--- config.mk ---
export PLATFORM = sky130hd
export DESIGN_NAME = branch_word_cache
export DESIGN_NICKNAME = d
export VERILOG_FILES = /design/src/rtl/btc_pkg.sv /design/src/rtl/btc_tag.sv /design/src/rtl/btc_words.sv /design/src/rtl/btc_fetch.sv /design/src/rtl/branch_word_cache.sv
export SDC_FILE = /design/constraint.sdc
export NUM_CORES = 1
export LEC_CHECK = 0
export ABC_CLOCK_PERIOD_IN_PS = 2400
export CORE_MARGIN = 10
export CORE_UTILIZATION = 26
export CTS_CLUSTER_SIZE = 16
export DETAILED_ROUTE_END_ITERATION = 12
export PLACE_DENSITY = 0.48
export SYNTH_ARGS = -nofsm -noshare
export SYNTH_HDL_FRONTEND = slang
export SYNTH_HIERARCHICAL = 1
export SYNTH_SLANG_ARGS = --single-unit
--- constraint.sdc ---
create_clock -name clk -period 2.4 [get_ports clk]
set_input_delay 0.24 -clock clk [delete_from_list [all_inputs] [get_ports clk]]
set_output_delay 0.24 -clock clk [all_outputs]
set_load 0.05 [all_outputs]
--- src/rtl/btc_pkg.sv ---
package btc_pkg;
  localparam int BTC_WORDS = 2;
  localparam int BTC_IDX_W = $clog2(BTC_WORDS);

  typedef enum logic [2:0] {
    JK_REL      = 3'd0,
    JK_ABS_COND = 3'd1,
    JK_BIT_TEST = 3'd2,
    JK_SEGMENT  = 3'd3,
    JK_INDIRECT = 3'd4
  } jkind_e;

  function automatic logic kind_cacheable(input logic [2:0] k);
    return (k == JK_REL) || (k == JK_ABS_COND) || (k == JK_BIT_TEST);
  endfunction

  function automatic logic kind_far(input logic [2:0] k);
    return k == JK_SEGMENT;
  endfunction
endpackage

--- src/rtl/btc_tag.sv ---
module btc_tag
  import btc_pkg::*;
#(
  parameter int ADDR_W = 16
) (
  input  logic                 clk,
  input  logic                 rst,
  input  logic                 jmp_taken,
  input  logic [2:0]           jmp_kind,
  input  logic [ADDR_W-1:0]    jmp_pc,
  input  logic [ADDR_W-1:0]    jmp_tgt,
  input  logic                 mem_rvalid,
  input  logic                 xfer_stall,
  input  logic                 far_evt,
  input  logic                 inv,
  output logic                 lookup_hit,
  output logic                 hit,
  output logic                 wr_en,
  output logic [BTC_IDX_W-1:0] wr_idx
);
  logic                 valid;
  logic                 filling;
  logic [BTC_IDX_W-1:0] fill_idx;
  logic [ADDR_W-1:0]    tag_pc;
  logic [ADDR_W-1:0]    tag_tgt;
  logic                 kill;
  logic                 cacheable;
  logic                 last_word;

  assign kill       = far_evt | inv;
  assign cacheable  = kind_cacheable(jmp_kind);
  assign lookup_hit = jmp_taken && cacheable && !kill && valid &&
                      (tag_pc == jmp_pc) && (tag_tgt == jmp_tgt);
  assign wr_en      = filling && !kill && !jmp_taken && mem_rvalid && !xfer_stall;
  assign wr_idx     = fill_idx;
  assign last_word  = fill_idx == BTC_IDX_W'(BTC_WORDS - 1);

  always_ff @(posedge clk) begin
    if (rst) begin
      valid    <= 1'b0;
      filling  <= 1'b0;
      fill_idx <= '0;
      tag_pc   <= '0;
      tag_tgt  <= '0;
      hit      <= 1'b0;
    end else begin
      hit <= lookup_hit;
      if (kill) begin
        valid   <= 1'b0;
        filling <= 1'b0;
      end else if (jmp_taken) begin
        if (cacheable) begin
          if (!lookup_hit) begin
            valid    <= 1'b0;
            filling  <= 1'b1;
            fill_idx <= '0;
            tag_pc   <= jmp_pc;
            tag_tgt  <= jmp_tgt;
          end
        end else begin
          filling <= 1'b0;
          if (kind_far(jmp_kind)) valid <= 1'b0;
        end
      end else if (wr_en) begin
        fill_idx <= fill_idx + 1'b1;
        if (last_word) begin
          filling <= 1'b0;
          valid   <= 1'b1;
        end
      end
    end
  end

  // the entry turns valid only on an accepted return during a fill
  a_r3_valid_from_fill: assert property (@(posedge clk) disable iff (rst)
    $rose(valid) |-> $past(filling) && $past(mem_rvalid) && !$past(xfer_stall));

  // kill events leave the cache empty and give no hit
  a_r6_kill_empties: assert property (@(posedge clk) disable iff (rst)
    (far_evt || inv) |=> !valid && !hit);

  a_r4_hit_origin: assert property (@(posedge clk) disable iff (rst)
    hit |-> $past(jmp_taken) && $past(valid));

  a_r10_jump_ends_fill: assert property (@(posedge clk) disable iff (rst)
    (jmp_taken && !kind_cacheable(jmp_kind)) |=> !filling);

  a_r5_segment_empties: assert property (@(posedge clk) disable iff (rst)
    (jmp_taken && kind_far(jmp_kind)) |=> !valid);
endmodule

--- src/rtl/btc_words.sv ---
module btc_words
  import btc_pkg::*;
#(
  parameter int WORD_W = 16
) (
  input  logic                 clk,
  input  logic                 rst,
  input  logic                 wr_en,
  input  logic [BTC_IDX_W-1:0] wr_idx,
  input  logic [WORD_W-1:0]    wr_data,
  input  logic                 rd_en,
  output logic [WORD_W-1:0]    rd_w0,
  output logic [WORD_W-1:0]    rd_w1
);
  logic [WORD_W-1:0] mem [BTC_WORDS];

  always_ff @(posedge clk) begin
    if (wr_en) mem[wr_idx] <= wr_data;
  end

  always_ff @(posedge clk) begin
    if (rst) begin
      rd_w0 <= '0;
      rd_w1 <= '0;
    end else if (rd_en) begin
      rd_w0 <= mem[0];
      rd_w1 <= mem[1];
    end
  end

  // output words move only on a lookup hit
  a_r11_words_hold: assert property (@(posedge clk) disable iff (rst)
    !rd_en |=> $stable(rd_w0) && $stable(rd_w1));
endmodule

--- src/rtl/btc_fetch.sv ---
module btc_fetch #(
  parameter int ADDR_W = 16,
  parameter logic [ADDR_W-1:0] RESET_ADDR = '0
) (
  input  logic              clk,
  input  logic              rst,
  input  logic              jmp_taken,
  input  logic [ADDR_W-1:0] jmp_tgt,
  input  logic              lookup_hit,
  input  logic              mem_rvalid,
  input  logic              xfer_stall,
  output logic [ADDR_W-1:0] fetch_addr
);
  localparam logic [ADDR_W-1:0] WORD_STEP = ADDR_W'(2);
  localparam logic [ADDR_W-1:0] SKIP_STEP = ADDR_W'(4);

  always_ff @(posedge clk) begin
    if (rst) begin
      fetch_addr <= RESET_ADDR;
    end else if (jmp_taken) begin
      fetch_addr <= lookup_hit ? jmp_tgt + SKIP_STEP : jmp_tgt;
    end else if (mem_rvalid && !xfer_stall) begin
      fetch_addr <= fetch_addr + WORD_STEP;
    end
  end

  // a stall freezes the fetch address
  a_r9_stall_holds: assert property (@(posedge clk) disable iff (rst)
    (xfer_stall && !jmp_taken) |=> $stable(fetch_addr));

  a_r2_redirect: assert property (@(posedge clk) disable iff (rst)
    (jmp_taken && !lookup_hit) |=> fetch_addr == $past(jmp_tgt));
endmodule

--- src/rtl/branch_word_cache.sv ---
module branch_word_cache
  import btc_pkg::*;
#(
  parameter int ADDR_W = 16,
  parameter int WORD_W = 16,
  parameter logic [ADDR_W-1:0] RESET_ADDR = '0
) (
  input  logic              clk,
  input  logic              rst,
  input  logic              jmp_taken,
  input  logic [2:0]        jmp_kind,
  input  logic [ADDR_W-1:0] jmp_pc,
  input  logic [ADDR_W-1:0] jmp_tgt,
  input  logic              mem_rvalid,
  input  logic [WORD_W-1:0] mem_rdata,
  input  logic              xfer_stall,
  input  logic              far_evt,
  input  logic              inv,
  output logic              hit,
  output logic [WORD_W-1:0] hit_word0,
  output logic [WORD_W-1:0] hit_word1,
  output logic [ADDR_W-1:0] fetch_addr
);
  logic                 lookup_hit;
  logic                 wr_en;
  logic [BTC_IDX_W-1:0] wr_idx;

  btc_tag #(.ADDR_W(ADDR_W)) u_tag (
    .clk        (clk),
    .rst        (rst),
    .jmp_taken  (jmp_taken),
    .jmp_kind   (jmp_kind),
    .jmp_pc     (jmp_pc),
    .jmp_tgt    (jmp_tgt),
    .mem_rvalid (mem_rvalid),
    .xfer_stall (xfer_stall),
    .far_evt    (far_evt),
    .inv        (inv),
    .lookup_hit (lookup_hit),
    .hit        (hit),
    .wr_en      (wr_en),
    .wr_idx     (wr_idx)
  );

  btc_words #(.WORD_W(WORD_W)) u_words (
    .clk     (clk),
    .rst     (rst),
    .wr_en   (wr_en),
    .wr_idx  (wr_idx),
    .wr_data (mem_rdata),
    .rd_en   (lookup_hit),
    .rd_w0   (hit_word0),
    .rd_w1   (hit_word1)
  );

  btc_fetch #(.ADDR_W(ADDR_W), .RESET_ADDR(RESET_ADDR)) u_fetch (
    .clk        (clk),
    .rst        (rst),
    .jmp_taken  (jmp_taken),
    .jmp_tgt    (jmp_tgt),
    .lookup_hit (lookup_hit),
    .mem_rvalid (mem_rvalid),
    .xfer_stall (xfer_stall),
    .fetch_addr (fetch_addr)
  );

  // a hit always resumes two words past the target
  a_r4_resume_past_pair: assert property (@(posedge clk) disable iff (rst)
    hit |-> fetch_addr == ADDR_W'($past(jmp_tgt) + ADDR_W'(4)));

  // an indirect jump never produces a hit
  a_r8_indirect_no_hit: assert property (@(posedge clk) disable iff (rst)
    (jmp_taken && jmp_kind >= 3'd4) |=> !hit);
endmodule

# Word-level counts from Yosys, hierarchy flattened
# Memories as Yosys holds them, arrays and structs flattened. A register that Yosys moved wholly into a read port is not among the register bits.
# Index checks and enable logic that the tools add are counted.
dict set report op_classes {
  addsub 3
  mul 0
  div_mod_pow 0
  magnitude_cmp 0
  n_eq_ne 9
  shift 0
  mux 19
  bitwise_logic 3
  n_reduce_logical 24
}
# cell n
set op_table {}
lappend op_table {{$mux W16} 3}
lappend op_table {{$eq A16 B16 Y1} 2}
lappend op_table {{$add A16 B2 Y16 const B} 1}
lappend op_table {{$add A16 B3 Y16 const B} 1}
lappend op_table {{$mux W1} 16}
lappend op_table {{$reduce_and A4 Y1} 3}
lappend op_table {{$logic_and A1 B1 Y1} 10}
lappend op_table {{$eq A3 B2 Y1 const B} 2}
lappend op_table {{$reduce_bool A2 Y1} 3}
lappend op_table {{$eq A3 B1 Y1 const B} 1}
lappend op_table {{$logic_not A1 Y1} 3}
lappend op_table {{$logic_not A3 Y1} 1}
lappend op_table {{$ne A3 B1 Y1 const B} 1}
lappend op_table {{$ne A3 B3 Y1 const B} 1}
lappend op_table {{$reduce_and A3 Y1} 1}
lappend op_table {{$logic_or A1 B1 Y1} 2}
lappend op_table {{$ne A2 B1 Y1 const B} 1}
lappend op_table {{$ne A2 B2 Y1 const B} 1}
lappend op_table {{$not A1 Y1} 2}
lappend op_table {{$reduce_or A2 Y1} 1}
lappend op_table {{$add A1 B1 Y1 const B} 1}
lappend op_table {{$or A1 B1 Y1} 1}
dict set report totals {
  regBits 52
  latchBits 0
  ram_bits 32
  rom_bits 0
  inputBits 58
  out_inout_bits 49
  elab_cells 66
  memories 1
}
# name depth width rd rd_ports_with_merged_regs wr line
set mem_list {}
lappend mem_list {u_words.mem 2 16 2 2 1 btc_words.sv:15} ;# logic [WORD_W-1:0] mem [BTC_WORDS];

# Depth between registers and ports, before layout
dict set report logic_depth {
  word_depth 11
  ltp_mapped 9
  depth_no_buf 9
}

# Cells and area by module
# Netlist, hierarchy kept.
# mod n_inst cells_per_inst area_per_inst_um2 seq_area_each_um2
set modules_own_cells {}
lappend modules_own_cells {btc_words 1 137 2137.0 1601.5}
lappend modules_own_cells {btc_tag 1 206 1991.9 720.7}
lappend modules_own_cells {btc_fetch 1 123 1029.7 320.3}

# Least setup slack after synthesis
# Ideal clock, no wire load.
dict set report synth_timing {
  kind {register to register}
  start {register u_tag.tag_tgt[10]}
  end {register u_fetch.fetch_addr[9]}
  setup_ns 0.125
  t_arrival_ns 2.201
  setup_slack_ns 0.074
  stages_incl_launch_ff 10
  n_path_buf 0
  period_less_slack_ns 2.326
  path_cell_list {dfxtp_1 -> xor2_1 -> nor4_1 -> nand4b_4 -> nor3_4 -> nand4_1 -> nor2_2 -> and3_1 -> xnor2_1 -> o22ai_1}
}
dict set report synth_between {
  elab_chain_len 4
}
# element line
set synth_rtl {}
lappend synth_rtl {{from (decl)} btc_tag.sv:25} ;# logic [ADDR_W-1:0] tag_tgt;
lappend synth_rtl {{from (signal assigned)} btc_tag.sv:58} ;# tag_tgt <= jmp_tgt;
lappend synth_rtl {{$eq A16 B16 Y1} btc_tag.sv:33} ;# (tag_pc == jmp_pc) && (tag_tgt == jmp_tgt);
lappend synth_rtl {{$logic_and A1 B1 Y1} btc_tag.sv:33}
lappend synth_rtl {{net lookup_hit} branch_word_cache.sv:24} ;# logic lookup_hit;
lappend synth_rtl {{$mux W16} btc_fetch.sv:21} ;# fetch_addr <= lookup_hit ? jmp_tgt + SKIP_STEP : jmp_tgt;
lappend synth_rtl {{$mux W16} btc_fetch.sv:20} ;# end else if (jmp_taken) begin
lappend synth_rtl {{to (signal assigned)} btc_fetch.sv:21}
lappend synth_rtl {{to (signal assigned)} btc_fetch.sv:23} ;# fetch_addr <= fetch_addr + WORD_STEP;
lappend synth_rtl {{to (decl)} btc_fetch.sv:12} ;# output logic [ADDR_W-1:0] fetch_addr
# The timed path passes the listed nets, and every way through them passes these cells.
# A chain may end at the register's enable or synchronous reset.

# Worst setup path after layout
dict set report layout_timing {
  start {input port inv}
  end {register u_fetch.fetch_addr[15]}
}
dict set report layout_between {
  elab_chain_len 8
}
# element line
set layout_rtl {}
lappend layout_rtl {{from (decl)} branch_word_cache.sv:18} ;# input logic inv,
lappend layout_rtl {{$or A1 B1 Y1} btc_tag.sv:30} ;# assign kill = far_evt | inv;
lappend layout_rtl {{$logic_not A1 Y1} btc_tag.sv:32} ;# assign lookup_hit = jmp_taken && cacheable && !kill && valid &&
lappend layout_rtl {{$logic_and A1 B1 Y1 (3 in series)} btc_tag.sv:32}
lappend layout_rtl {{$logic_and A1 B1 Y1} btc_tag.sv:33}
lappend layout_rtl {{net lookup_hit} branch_word_cache.sv:24}
lappend layout_rtl {{$mux W16} btc_fetch.sv:21}
lappend layout_rtl {{$mux W16} btc_fetch.sv:20}
# The timed path passes the listed nets, and every way through them passes these cells.

==> metrics <==
die boundary width=161 microns; area of the core region=between 15000 and 20000 sq um; post-route design area=about 7500 sq um; Filler cells=1886; instance area after placement=about 6800 sq um; Antenna Diode Count=0; setup slack on the worst flop-to-flop path=between 100 and 150 ps; WHS=around 210 ps; max-cap check violation count=0; Initial Util=between 20% and 30%; Hold Startpoint=rst; maximum number of buffers from clock root to sink=2; Iteration-0 DRC Markers=between 150 and 200; Vias per Instance=4.34; met2 Usage GRT=18.5%; synth cell count leaders=sky130_fd_sc_hd__dfxtp_1, sky130_fd_sc_hd__mux2i_1, sky130_fd_sc_hd__nand2b_1, sky130_fd_sc_hd__nor2_1, sky130_fd_sc_hd__xor2_1; mean area per synthesized cell=around 11 sq um; root buffer selected by CTS=sky130_fd_sc_hd__clkbuf_16; number of nets produced by synthesis=526; wire length after detailed routing=14500 microns; met3 usage=under 10%; R2R cell count=10; crit path capture type=register; number of standard-cell rows in the floorplan=between 50 and 60; clock skew after layout=roughly 7 ps; leakage=approximately 2.7 nW; via count of the first global-routing pass=between 4k and 5k; io pins=approximately 110; CTS tree=yes; Die Y-Extent=between 150 and 200 microns; DP Worst Slack=-526 ps; busiest grt layer=met2; startpoint of the lowest-slack register-to-register path=u_tag/tag_pc[13]; synthesized instance count=466; arrival time of data at the critical path endpoint=between 2000 and 3000 ps; final weighted congestion in routability-driven placement=roughly 0.80; number of DRC violations after detailed routing=0; critical register-to-register path endpoint=u_fetch/fetch_addr[15]; HPWL after detailed placement=~11000 microns; unrepaired setup endpoints after global routing=yes; area share of the leading cell type in the synthesized netlist=about 33%; category of the worst setup path launch point=input pin; post-synthesis sequential area ratio=51.2%; overall power of the completed layout=5.21 mW; Worst path max stage delay=470 ps; most instantiated library cell after synthesis=sky130_fd_sc_hd__dfxtp_1; fraction of layout instances using a drive strength above 1=14.1%; post-synth top area cell=sky130_fd_sc_hd__dfxtp_1; latest clock arrival within the worst-skew pair=410 ps; worst ir drop on vdd=0.462 mV; data required time at the worst endpoint=roughly 2700 ps; Fin. Hold Viols=0; transition time of the tightest slew-check pin=535 ps; final setup vio count=0; Endpoint, Worst Hold=u_fetch/fetch_addr[1]; area growth from synthesis to final layout=44.7%; WHS Path Cells=2; Num CTS Buffers=17; average wire per cell in the routed design=16.4 microns; core utilization of the finished layout=a little under two fifths; number of enable-type register cells in the synthesized netlist=32; number of routed nets with antenna violations=0; slowest stage cell on the critical path=sky130_fd_sc_hd__clkdlybuf4s50_1; Clk pin slew, worst setup/hold paths=approximately 60 ps; Max H-tree Level=4; vias after detailed routing=approximately 3.9k; number of warnings issued by yosys=6; count of buffers inserted at the top-level ports=~110; top_reg_cell synth=sky130_fd_sc_hd__dfxtp_1; GRT met1 Usage=a little over an eighth; classification of the worst-slack hold path=in -> reg; largest net degree at the start of global routing=50; path type of the worst setup path=in -> reg; Die Footprint=roughly 26000 sq um; antenna violations before repair=0; clk sink count=around 120; fin crit period=between 2000 and 2500 ps; number of distinct library cells after synthesis=between 40 and 50; number of detailed-route iterations in the first pass=4; fin crit share=between 90 and 100%; top cells by area in the synthesized netlist=sky130_fd_sc_hd__dfxtp_1, sky130_fd_sc_hd__edfxtp_1, sky130_fd_sc_hd__mux2i_1; global-route wire length before repair=approximately 23000 microns; series of cell instances along the critical path=clkdlybuf4s50_1 -> a211o_1 -> or3_1 -> nand4b_4 -> nor3_4 -> nand4_1 -> nor2_2 -> nand4_1 -> xor2_2 -> o22ai_1; mapped cell area=5160 sq um; maximum net fanout on the critical path=5; flip-flop and latch count after synthesis=116; total congestion overflow after global routing=0; max-slew violations=0; run status=completed; dominant cell type by count on the critical path=sky130_fd_sc_hd__nand4_1; Global Route Usage Sum=about 11%; PnR worst setup slack=between 80 and 90 ps; maximum clock frequency=approximately 430 MHz; normalized max-slew margin=64.2%; power per unit of standard cell area=between 600 and 700 nW/um^2; number of nets in the layout=670; share of async-settable or async-resettable flops after synthesis=0%
-- routing by layer --
| metal | share of wire (%) | up-vias | wire (microns) |
|---|---|---|---|
| met4 | 1.3 | 0 | 193 |
| li1 | - | 1906 | - |
| met1 | 44 | 1831 | 6410 |
| met2 | 49 | 106 | 7090 |
| met3 | 5.8 | 14 | 843 |
| met5 | 0 | - | 0 |
-- worst max-delay path, delay by kind of cell --
| family | cells | cell delay (ps) |
|---|---|---|
| AO/OA/AOI/OAI | 2 | 380 |
| XOR/XNOR | 1 | 190 |
| buffers and inverters | 1 | 470 |
| AND/OR/NAND/NOR | 6 | 1340 |
-- stage by stage --
| step | cells | TNS (ps) |
|---|---|---|
| finish | 888 | 0 |
| global route | 888 | -60.8 |
| CTS | 887 | 0 |
| detailed placement | 855 | -31510 |
| global placement | 855 | -28010 |
| floorplan | 466 | 0 |
-- logic make-up (layout without fill, tap and decap cells) --
| family | after synthesis | in the layout | share of synthesized area [%] |
|---|---|---|---|
| buffers and inverters | 24 | 181 | 3.06 |
| AOI/OAI and AO/OA | 25 | 25 | 3.30 |
| DFF | 116 | 116 | 51.2 |
| xor gates and xnor gates | 57 | 57 | 9.68 |
| and+or+nand+nor | 175 | 175 | 19.3 |
| muxes | 67 | 67 | 13.0 |
| adders and majority gates | 2 | 2 | 0.485 |
-- what timing repair did --
action	in CTS	in global routing
cloned	0	0
setup endpoints to repair	21	38
pin swaps	1	2
setup buffers	0	1
resized for setup	2	4
hold buffers	0	0
-- registers in the layout (all words and copies together), names as in the netlist --
register and count:
u_words/rd_w0 16, u_tag/hit 1, u_tag/valid 1, u_tag/tag_tgt 16
u_words/mem 32, u_tag/filling 1, u_fetch/fetch_addr 16, u_words/rd_w1 16
u_tag/tag_pc 16, u_tag/wr_idx 1
-- worst max-delay path by stage --
stage                           start                endpoint  slack, ps
finish                            inv  u_fetch/fetch_addr[15]         80
global route                      inv  u_fetch/fetch_addr[15]        -40
CTS                   u_tag/tag_pc[8]  u_fetch/fetch_addr[15]          7
detailed placement        jmp_tgt[10]  u_fetch/fetch_addr[15]       -530
global placement          jmp_tgt[10]  u_fetch/fetch_addr[15]       -510
floorplan           u_tag/tag_tgt[10]   u_fetch/fetch_addr[9]         70
-- cells in the final DEF (no fill, tap or decap), types with 3 or more instances in the layout --
master | netlist | layout
sky130_fd_sc_hd__nand2_1 | 9 | 9
sky130_fd_sc_hd__nand2b_1 | 65 | 65
sky130_fd_sc_hd__xnor2_1 | 15 | 15
sky130_fd_sc_hd__nand4_1 | 8 | 8
sky130_fd_sc_hd__bufinv_16 | 0 | 4
sky130_fd_sc_hd__and3_1 | 4 | 4
sky130_fd_sc_hd__nor2_1 | 49 | 49
sky130_fd_sc_hd__buf_12 | 3 | 7
sky130_fd_sc_hd__buf_4 | 3 | 34
sky130_fd_sc_hd__nor3_1 | 3 | 3
sky130_fd_sc_hd__nor4_2 | 0 | 4
sky130_fd_sc_hd__edfxtp_1 | 32 | 32
sky130_fd_sc_hd__nand3_1 | 7 | 7
sky130_fd_sc_hd__a21oi_1 | 5 | 5
sky130_fd_sc_hd__clkinvlp_4 | 0 | 5
sky130_fd_sc_hd__xor2_1 | 42 | 41
sky130_fd_sc_hd__mux2i_1 | 67 | 67
sky130_fd_sc_hd__a211oi_1 | 7 | 7
sky130_fd_sc_hd__dfxtp_1 | 84 | 84
sky130_fd_sc_hd__nor4_1 | 8 | 4
sky130_fd_sc_hd__o22ai_1 | 5 | 5
sky130_fd_sc_hd__clkbuf_16 | 0 | 17
sky130_fd_sc_hd__clkdlybuf4s50_1 | 0 | 105
-- power by group --
part           internal, mW  switching (mW)
clock                  1.76           0.931
sequential             2.04          0.0285
combinational         0.221           0.229
total                  4.02            1.19
-- cell type report --
class | count | area (sq um) | share of cell area, %
Sequential cell | 116 | 2640 | 35.4
Multi-Input combinational cell | 326 | 2400 | 32.2
Clock buffer | 20 | 447 | 5.98
Tap cell | 265 | 332 | 4.44
Inverter | 2 | 7.51 | 0.101
Clock inverter | 12 | 180 | 2.41
Timing Repair Buffer | 147 | 1450 | 19.4
(Power assumes the default switching activity.)
